## src/rtl/io_mon_pkg.sv

```systemverilog
package io_mon_pkg;

   typedef enum logic {
      CLS_UNI   = 1'b0,
      CLS_MULTI = 1'b1
   } traffic_cls_e;

endpackage

```

## src/rtl/io_mon_window.sv

```systemverilog
module io_mon_window #(
   parameter int WIN_W = 20
) (
   input  logic             clk,
   input  logic             rst_n,
   input  logic [WIN_W-1:0] win_len,
   output logic             boundary
);

   logic [WIN_W-1:0] tick;

   // lengths 0 and 1 both close a window every cycle
   always_comb begin
      if (win_len <= WIN_W'(1))
         boundary = 1'b1;
      else
         boundary = (tick >= (win_len - WIN_W'(1)));
   end

   always_ff @(posedge clk or negedge rst_n) begin
      if (!rst_n)
         tick <= '0;
      else if (boundary)
         tick <= '0;
      else
         tick <= tick + WIN_W'(1);
   end

endmodule

```

## src/rtl/io_mon_counter.sv

```systemverilog
module io_mon_counter #(
   parameter int CNT_W  = 16,
   parameter bit SAT_EN = 1'b1
) (
   input  logic             clk,
   input  logic             rst_n,
   input  logic             clear,
   input  logic             inc,
   output logic [CNT_W-1:0] live,
   output logic [CNT_W-1:0] total
);

   localparam logic [CNT_W-1:0] MAXV = '1;

   // total folds in a strobe of the current cycle, so a closing-cycle packet is not lost
   generate
      if (SAT_EN) begin : g_sat
         always_comb begin
            if (inc && (live != MAXV))
               total = live + CNT_W'(1);
            else
               total = live;
         end
      end else begin : g_wrap
         always_comb total = live + CNT_W'(inc);
      end
   endgenerate

   always_ff @(posedge clk or negedge rst_n) begin
      if (!rst_n)
         live <= '0;
      else if (clear)
         live <= '0;
      else
         live <= total;
   end

endmodule

```

## src/rtl/io_mon_judge.sv

```systemverilog
module io_mon_judge
   import io_mon_pkg::*;
#(
   parameter int CNT_W = 16,
   parameter int FAN_W = 4
) (
   input  logic             clk,
   input  logic             rst_n,
   input  logic             boundary,
   input  logic [CNT_W-1:0] in_total,
   input  logic [CNT_W-1:0] out_total,
   input  traffic_cls_e     cls,
   input  logic [FAN_W-1:0] fanout,
   output logic [CNT_W-1:0] in_count,
   output logic [CNT_W-1:0] out_count,
   output traffic_cls_e     cls_q,
   output logic [FAN_W-1:0] fan_q,
   output logic             anomaly,
   output logic             flush_req
);

   localparam int PROD_W = CNT_W + FAN_W;

   logic              judge_due;
   logic [PROD_W-1:0] allow;
   logic              over;

   always_comb begin
      if (cls_q == CLS_MULTI)
         allow = PROD_W'(in_count) * PROD_W'(fan_q);
      else
         allow = PROD_W'(in_count);
      over = PROD_W'(out_count) > allow;
   end

   always_ff @(posedge clk or negedge rst_n) begin
      if (!rst_n) begin
         in_count  <= '0;
         out_count <= '0;
         cls_q     <= CLS_UNI;
         fan_q     <= '0;
         judge_due <= 1'b0;
         anomaly   <= 1'b0;
         flush_req <= 1'b0;
      end else begin
         judge_due <= boundary;
         if (boundary) begin
            in_count  <= in_total;
            out_count <= out_total;
            cls_q     <= cls;
            fan_q     <= fanout;
         end
         anomaly   <= judge_due && over;
         flush_req <= judge_due && over;
      end
   end

endmodule

```

## src/rtl/pkt_io_monitor.sv

```systemverilog
module pkt_io_monitor
   import io_mon_pkg::*;
#(
   parameter int CNT_W  = 16,
   parameter int WIN_W  = 20,
   parameter int FAN_W  = 4,
   parameter bit SAT_EN = 1'b1
) (
   input  logic             clk,
   input  logic             rst_n,
   input  logic             ing_sop,
   input  logic             egr_sop,
   input  logic             mcast,
   input  logic [FAN_W-1:0] fanout,
   input  logic [WIN_W-1:0] win_len,
   output logic [CNT_W-1:0] in_count,
   output logic [CNT_W-1:0] out_count,
   output logic             anomaly,
   output logic             flush_req
);

   generate
      if (CNT_W < 2) begin : g_bad_cnt
         $error("pkt_io_monitor: CNT_W must be at least 2");
      end
      if (WIN_W < 1) begin : g_bad_win
         $error("pkt_io_monitor: WIN_W must be at least 1");
      end
      if (FAN_W < 1) begin : g_bad_fan
         $error("pkt_io_monitor: FAN_W must be at least 1");
      end
   endgenerate

   logic             win_edge;
   logic [CNT_W-1:0] in_live;
   logic [CNT_W-1:0] out_live;
   logic [CNT_W-1:0] in_total;
   logic [CNT_W-1:0] out_total;
   traffic_cls_e     cls_in;
   traffic_cls_e     cls_q;
   logic [FAN_W-1:0] fan_q;
   logic             mcast_q;

   assign cls_in  = mcast ? CLS_MULTI : CLS_UNI;
   assign mcast_q = (cls_q == CLS_MULTI);

   io_mon_window #(.WIN_W(WIN_W)) u_window (
      .clk      (clk),
      .rst_n    (rst_n),
      .win_len  (win_len),
      .boundary (win_edge)
   );

   io_mon_counter #(.CNT_W(CNT_W), .SAT_EN(SAT_EN)) u_cnt_in (
      .clk   (clk),
      .rst_n (rst_n),
      .clear (win_edge),
      .inc   (ing_sop),
      .live  (in_live),
      .total (in_total)
   );

   io_mon_counter #(.CNT_W(CNT_W), .SAT_EN(SAT_EN)) u_cnt_out (
      .clk   (clk),
      .rst_n (rst_n),
      .clear (win_edge),
      .inc   (egr_sop),
      .live  (out_live),
      .total (out_total)
   );

   io_mon_judge #(.CNT_W(CNT_W), .FAN_W(FAN_W)) u_judge (
      .clk       (clk),
      .rst_n     (rst_n),
      .boundary  (win_edge),
      .in_total  (in_total),
      .out_total (out_total),
      .cls       (cls_in),
      .fanout    (fanout),
      .in_count  (in_count),
      .out_count (out_count),
      .cls_q     (cls_q),
      .fan_q     (fan_q),
      .anomaly   (anomaly),
      .flush_req (flush_req)
   );

endmodule

```

## config.mk

```make
export PLATFORM = sky130hd
export DESIGN_NAME = pkt_io_monitor
export DESIGN_NICKNAME = d
export VERILOG_FILES = /design/src/rtl/io_mon_pkg.sv /design/src/rtl/io_mon_window.sv /design/src/rtl/io_mon_counter.sv /design/src/rtl/io_mon_judge.sv /design/src/rtl/pkt_io_monitor.sv
export SDC_FILE = /design/constraint.sdc
export NUM_CORES = 1
export LEC_CHECK = 0
export BUFFER_PORTS_ARGS = -buffer_cell sky130_fd_sc_hd__clkbuf_2
export CORE_MARGIN = 2
export CORE_UTILIZATION = 60
export CTS_CLUSTER_SIZE = 30
export DETAILED_ROUTE_END_ITERATION = 8
export PLACE_DENSITY = 0.8
export SETUP_SLACK_MARGIN = 0.4
export SLEW_MARGIN = 15
export SYNTH_ARGS = -nofsm -noshare
export SYNTH_HDL_FRONTEND = slang
export SYNTH_SLANG_ARGS = --single-unit
```

## constraint.sdc

```tcl
create_clock -name clk -period 5 [get_ports clk]
set_input_delay 0.25 -clock clk [delete_from_list [all_inputs] [get_ports clk]]
set_output_delay 0.25 -clock clk [all_outputs]
set_load 0.01 [all_outputs]
```

==> reports/qor.csv, run 1 <==
metric,value,unit
cp_max_fo,10,
min_to,u_judge.fan_q[1]$_DFFE_PN0N_,
synth_xor_area_frac,0.0891,
grt_pass1_wl,26400,µm
io_pins,63,
worstSetupEndpointType,flop,
fin_crit,4.51,ns
cp.required,5.19,ns
clk_latency,0.35,ns
ys.flop_type,dfrtp_1,
yosysTopAreaCellShare,0.309,
wire_per_inst,15.8,µm
dpl.hpwl,11900,µm
path_clk_slew,0.07,ns
die-height,115,µm
skew,0.0114,ns
synthSimpleGateAreaFrac,0.190,
synth.most_common_cell,inv_1,
synth_fa_ha_area_frac,0.186,
antenna_found_initial,0,
cts_made_buffers,9,
clockBufferDepth,2,
synth-compound-area-share,0.0843,
hold_start,fanout[1],
powerDensity,288,nW/µm²
rsz0062_at_grt,no,
globalplace.congestion,0.871,
worstSetupPathType,reg -> reg,
fp-row-count,40,
dpl_cell_area,7790,µm²
port_buffers,62,
core_area,12000,µm²
final_hold_viol_count,0,
async_flop_share,1.00,
synthMuxAreaShare,0.0674,
worstPathArrival,4.70,ns
grt_pass1_vias,5500,
yosys_warnings,0,
holdPathStages,2,
slew_viol_final,0,
synth.net_count,920,
timing.slew.headroom,0.425,
stdcell_count,1029,
n_antenna_cell,0,
cts.htree.levels,3,
fill_cells,919,
drv_cap,0,
setup_viol,0,
yosysTopAreaCell,dfrtp_1,
syn_inst,798,
drc,0,
fin_tns_setup,0,ns
firstDrtPassIters,4,
clock-sinks,91,
wl,16300,µm
cts_tree,built,
start_util,0.614,
max_freq,222,MHz
synth_cell_types,57,
area_delta_synth_final,13.8,%
hold_class,in -> reg,
vias,5800,
r2r_setup_slack,0.49,ns
ant_nets,0,
grt.total_usage,0.251,
reg2reg_from,u_judge.fan_q[2]$_DFFE_PN0N_,
grt_overflow_total,0,
ir_drop,227,µV
period_share,0.902,
syn_area_per_cell,9.24,µm²
p_leak,4.15,nW
grt_max_degree,50,
synth_edf_count,0,
syn_area,7370,µm²
run_status,finished clean,
cts_root_buffer,clkbuf_16,
die-area,13200,µm²
worstSetupStartpointType,flop,
dr.first_iter.drc_count,356,
rr_worst_depth,21,
nNetsFinal,999,
die_x,115,µm
drt-vias-per-instance,5.64,
synth-seq-area-share,0.309,
final_layout_size_suffix_gt1_frac,0.163,
placed_cells,995,
ys_seq_elements,91,
stdcell_area,8390,µm²
synth_top_family_by_area,simple AND/OR/NAND/NOR gates,
worstMarginPinSlew,0.860,ns
netlist_top_cells_area,"dfrtp_1 31%, ha_1 11%, fa_1 7.6%",
synth_common_cells,"96 x inv_1, 92 x nor2_1, 91 x dfrtp_1",
r2r_end,u_judge.anomaly$_DFF_PN0_,
-- state kept, by name, summed over array words and instances, names as in the netlist --
register	cells
u_cnt_in.live	16
u_cnt_out.live	16
u_judge.anomaly	1
u_judge.cls_q	1
u_judge.fan_q	4
u_judge.in_count	16
u_judge.judge_due	1
u_judge.out_count	16
u_window.tick	20
-- kinds of logic after synthesis --
group / after synthesis
buffers and inverters: 118
muxes: 49
xor gates and xnor gates: 75
and+or+nand+nor: 284
AOI/OAI and AO/OA: 88
DFF: 91
adders and majority gates: 93
-- cell type report --
cell class,instances,area (µm²),share of cell area
Tap cell,147,184,0.0219
Inverter,97,364,0.0434
Clock buffer,10,239,0.0285
Multi-Input combinational cell,589,4690,0.559
Sequential cell,91,2290,0.273
Clock inverter,6,95.1,0.0113
Timing Repair Buffer,89,531,0.0632
-- stage by stage --
stage | power [W] | hold WS (ns) | utilization | setup WS (ns)
after global routing | 0.00256 | 0.149 | 0.699 | 0.318
final | 0.00241 | 0.144 | 0.699 | 0.490
after global placement | 0.00158 | 0.264 | 0.648 | 0.445
after detailed placement | 0.00161 | 0.269 | 0.648 | 0.276
after CTS | 0.00238 | 0.136 | 0.677 | 0.412
after floorplan | 0.00141 | -0.0456 | - | 0.698
-- power breakdown --
part	switching, W	internal, W	total, W
registers	0.000129	0.000830	0.000959
clock network	0.000299	0.000458	0.000757
logic	0.000391	0.000307	0.000699
-- cells in the final DEF, fill, tap and decap left out, types with 3 or more instances in the layout --
master and n:
inv_1 96, nor2_1 91, dfrtp_1 82, clkbuf_2 61, ha_1 59, nand2_1 51, mux2i_1 44, xor2_1 40
and2_1 40, xnor2_1 35, fa_1 28, buf_4 26, nand3_1 25, a21oi_1 23, nand4_1 21, a21o_1 17
and3_1 10, nor3_1 10, clkbuf_16 9, dfrtp_2 9, o21ai_0 8, nand2b_1 7, nor2b_1 6, a31oi_1 6
ha_4 6, nor4_1 5, o21a_1 5, and4_1 5, mux2_2 5, o211ai_1 3, a21oi_2 3, o21ai_1 3
inv_6 3
-- timing repair --
item                                    in CTS  in global routing
gates cloned                                 0                  0
pin swaps                                    0                  8
resized for setup                            3                 26
setup buffers                                0                 17
hold buffers                                 1                  0
hold endpoints to repair                    42                  0
endpoints found under the setup margin       1                  1
-- worst max-delay path by stage --
stage	from	to	slack, ns	cells past startpoint
detailed placement	u_judge.fan_q[3]$_DFFE_PN0N_	u_judge.anomaly$_DFF_PN0_	0.28	20
finish	u_judge.fan_q[2]$_DFFE_PN0N_	u_judge.anomaly$_DFF_PN0_	0.49	21
floorplan	u_judge.fan_q[3]$_DFFE_PN0N_	u_judge.anomaly$_DFF_PN0_	0.70	21
CTS	u_judge.fan_q[3]$_DFFE_PN0N_	u_judge.anomaly$_DFF_PN0_	0.41	20
global route	u_judge.fan_q[2]$_DFFE_PN0N_	u_judge.anomaly$_DFF_PN0_	0.32	21
global placement	u_judge.fan_q[3]$_DFFE_PN0N_	u_judge.anomaly$_DFF_PN0_	0.44	20
-- layer usage --
metal	up-vias	global-route usage	wire length (µm)
met5	-	0	0
met4	0	0.0594	207
met3	18	0.0380	714
met2	143	0.394	7660
met1	2816	0.371	7700
li1	2823	-	-
-- worst max-delay path, stage by stage (launching register included) --
cell     delay (ns)
dfrtp_2        0.45
buf_4          0.18
and2_1         0.16
fa_1           0.50
inv_1          0.06
fa_1           0.55
inv_1          0.08
ha_4           0.26
a21oi_1        0.16
nor2b_1        0.07
o21ai_1        0.22
nand3_2        0.15
o41ai_4        0.38
xor2_1         0.19
nor2_1         0.06
a21oi_1        0.12
ha_1           0.25
a21o_1         0.16
a21oi_1        0.13
o21ai_1        0.08
nand3_1        0.08
a21oi_1        0.04
(Power assumes the default switching activity.)
==> inputs of run 2 (changes only) <==
Settings changed: ABC_AREA set to 1.
==> run 2 against run 1 <==
Against the previous run:
- count of clock-buffer cells in the layout stayed put
- largest power group is now combinational cells
- final area is 6.9% higher
- non-clock buffer count is 14 lower
- sequential cell count stayed put
- synthesized area is 12% higher
- global-route usage is 0.63 points higher
- total power is 18% higher
- sequential share of layout area is 1.8 points lower
==> reports/qor.csv, run 2 <==
metric,value,unit
start_util,0.619,
synth.net_count,1257,
run_status,finished clean,
synth.most_common_cell,nand2_1,
multi_input_area,5070,µm²
slew_viol_final,0,
reg2reg_from,u_judge.in_count[4]$_DFFE_PN0N_,
largest_register_ff_count,20,
grt.total_usage,0.258,
path_clk_slew,0.06,ns
dpl.hpwl,13900,µm
drv_cap,0,
fp-row-count,42,
worstPathArrival,4.50,ns
worstSetupEndpointType,flop,
fin_crit,4.23,ns
rsz0062_at_grt,no,
setup_slack,0.766,ns
worstSetupPathType,reg -> reg,
hold_start,fanout[1],
fin_hold_ws,0.121,ns
final_layout_size_suffix_gt1_frac,0.115,
globalplace.congestion,0.923,
ir_drop,165,µV
firstDrtPassIters,5,
preCtsSetupSlack,0.622,ns
io_pins,63,
yosysTopAreaCell,dfrtp_1,
mostFrequentLayoutCells,"301 x nand2_1, 182 x inv_1, 126 x nor2_1",
hold_class,in -> reg,
async_flop_share,1.00,
stdcell_count,1371,
startpoint,u_judge.in_count[4]$_DFFE_PN0N_,
cts_made_buffers,9,
drc,0,
final_hold_viol_count,0,
placed_cells,1347,
max_freq,236,MHz
setup_viol,0,
fin_tns_setup,0,ns
clockBufferDepth,2,
synth_cell_types,44,
ys.flop_type,dfrtp_1,
synth_common_cells,"301 x nand2_1, 182 x inv_1, 126 x nor2_1",
p_total,0.00286,W
syn_area,8260,µm²
die-area,14700,µm²
grt_overflow_total,0,
drt-vias-per-instance,5.22,
cp.required,5.26,ns
wire_per_inst,13.1,µm
syn_inst,1135,
cts.htree.levels,3,
cts_tree,built,
synth_edf_count,0,
final_common_cell,nand2_1,
syn_area_per_cell,7.28,µm²
grt_pass1_vias,6681,
grt_max_degree,47,
yosys_warnings,0,
ys_seq_elements,91,
core_area,13300,µm²
die-height,121,µm
ant_nets,0,
clk_latency,0.36,ns
powerDensity,319,nW/µm²
cts_root_buffer,clkbuf_16,
seqCellArea,2280,µm²
worstMarginPinSlew,0.807,ns
period_share,0.847,
dr.first_iter.drc_count,453,
port_buffers,62,
area_delta_synth_final,8.57,%
wl,18000,µm
nNetsFinal,1312,
timing.slew.headroom,0.461,
n_antenna_cell,0,
die_x,121,µm
vias,7163,
top_register,u_window.tick,
antenna_found_initial,0,
skew,0.00902,ns
synth-seq-area-share,0.276,
yosysTopAreaCellShare,0.276,
p_leak,5.10,nW
worstSetupStartpointType,flop,
grt_pass1_wl,30700,µm
cp_max_fo,7,
fill_cells,1229,
netlist_top_cells_area,"dfrtp_1 28%, nand2_1 14%, ha_1 9.8%",
clock-sinks,91,
==> run 2: cell types whose count changed in the layout (fill, tap and decap cells not counted), sizes merged, moves of 18 or more <==
cell    previous run  this run
nand2             51       307
inv               99       189
nor2              92       134
mux2i             44         9
and2              41         7
o21ai             13        45
o21bai             2        26
nand3             27        47
xnor2             35        17
==> run 2: layer usage <==
metal  part of all wire  up-vias  global-route usage
li1                   -     3649                   -
met1               0.48     3325               0.358
met2               0.46      160               0.414
met3              0.043       29              0.0428
met4              0.018        0              0.0797
met5                  0        -                   0
==> run 2: final cells by class <==
type | count | share of cell area
clock buffer | 10 | 0.0255
multi-input combinational | 825 | 0.566
clock inverter | 6 | 0.00460
tap | 176 | 0.0246
sequential | 91 | 0.254
timing repair buffer | 75 | 0.0460
inverter | 188 | 0.0790
==> run 2: final timing paths <==
check | to | slack (ns) | cells past startpoint
worst max-delay path | u_judge.anomaly$_DFF_PN0_ | 0.77 | 24
worst min-delay path | u_judge.fan_q[1]$_DFFE_PN0N_ | 0.12 | 3
worst max register to register | u_judge.anomaly$_DFF_PN0_ | 0.77 | 24
worst min register to register | u_window.tick[0]$_DFF_PN0_ | 0.49 | 1
max in group asynchronous | u_judge.in_count[1]$_DFFE_PN0N_ | 3.54 | 3
min in group asynchronous | u_window.tick[0]$_DFF_PN0_ | 0.42 | 2
==> run 2: timing repair <==
| item | CTS | global route |
|---|---|---|
| hold buffers | 1 | 0 |
| hold endpoints to repair | 45 | 0 |
| buffers inserted | 0 | 7 |
| setup endpoints to repair | 0 | 1 |
| resized for setup | 0 | 6 |
==> run 2: report_power, final <==
part / internal [W] / switching [W] / leakage [nW] / total [W]
registers: 0.000876 / 0.000206 / 1.10 / 0.00108
logic: 0.000473 / 0.000674 / 3.88 / 0.00115
clock network: 0.000337 / 0.000293 / 0.125 / 0.000630
total: 0.00169 / 0.00117 / 5.10 / 0.00286
==> run 2: cell families (layout without fill, tap and decap cells) <==
family	Yosys count	count (layout)	synth area share
buffers and inverters	219	279	0.110
flip-flops	91	91	0.276
AND/OR/NAND/NOR	544	544	0.281
AO/OA/AOI/OAI	111	111	0.0832
adder cells (fa/ha/maj)	93	93	0.166
XOR/XNOR	68	68	0.0721
multiplexers	9	9	0.0109
==> run 2: critical path, stage by stage, from the launching register on <==
cell and delay [ns]:
dfrtp_1 0.48, nand2_1 0.11, inv_1 0.05, fa_1 0.52
inv_1 0.05, fa_1 0.54, inv_1 0.04, ha_1 0.36
nand2_1 0.13, nor2_1 0.17, inv_1 0.05, o21ai_1 0.21
xor2_1 0.16, mux2i_1 0.08, ha_1 0.32, nand2_1 0.07
inv_1 0.06, nand3_1 0.09, nor2_1 0.16, nand2_1 0.07
nand3_1 0.07, nand2_1 0.05, nand2_1 0.05, nand3_1 0.07
nor3_1 0.18
==> run 2: metrics by stage <==
| stage | instance area (µm²) | utilization |
|---|---|---|
| after floorplan | 8260 | - |
| after global placement | 8630 | 0.646 |
| after detailed placement | 8630 | 0.646 |
| after CTS | 8910 | 0.667 |
| after global routing | 8970 | 0.672 |
| final | 8970 | 0.672 |
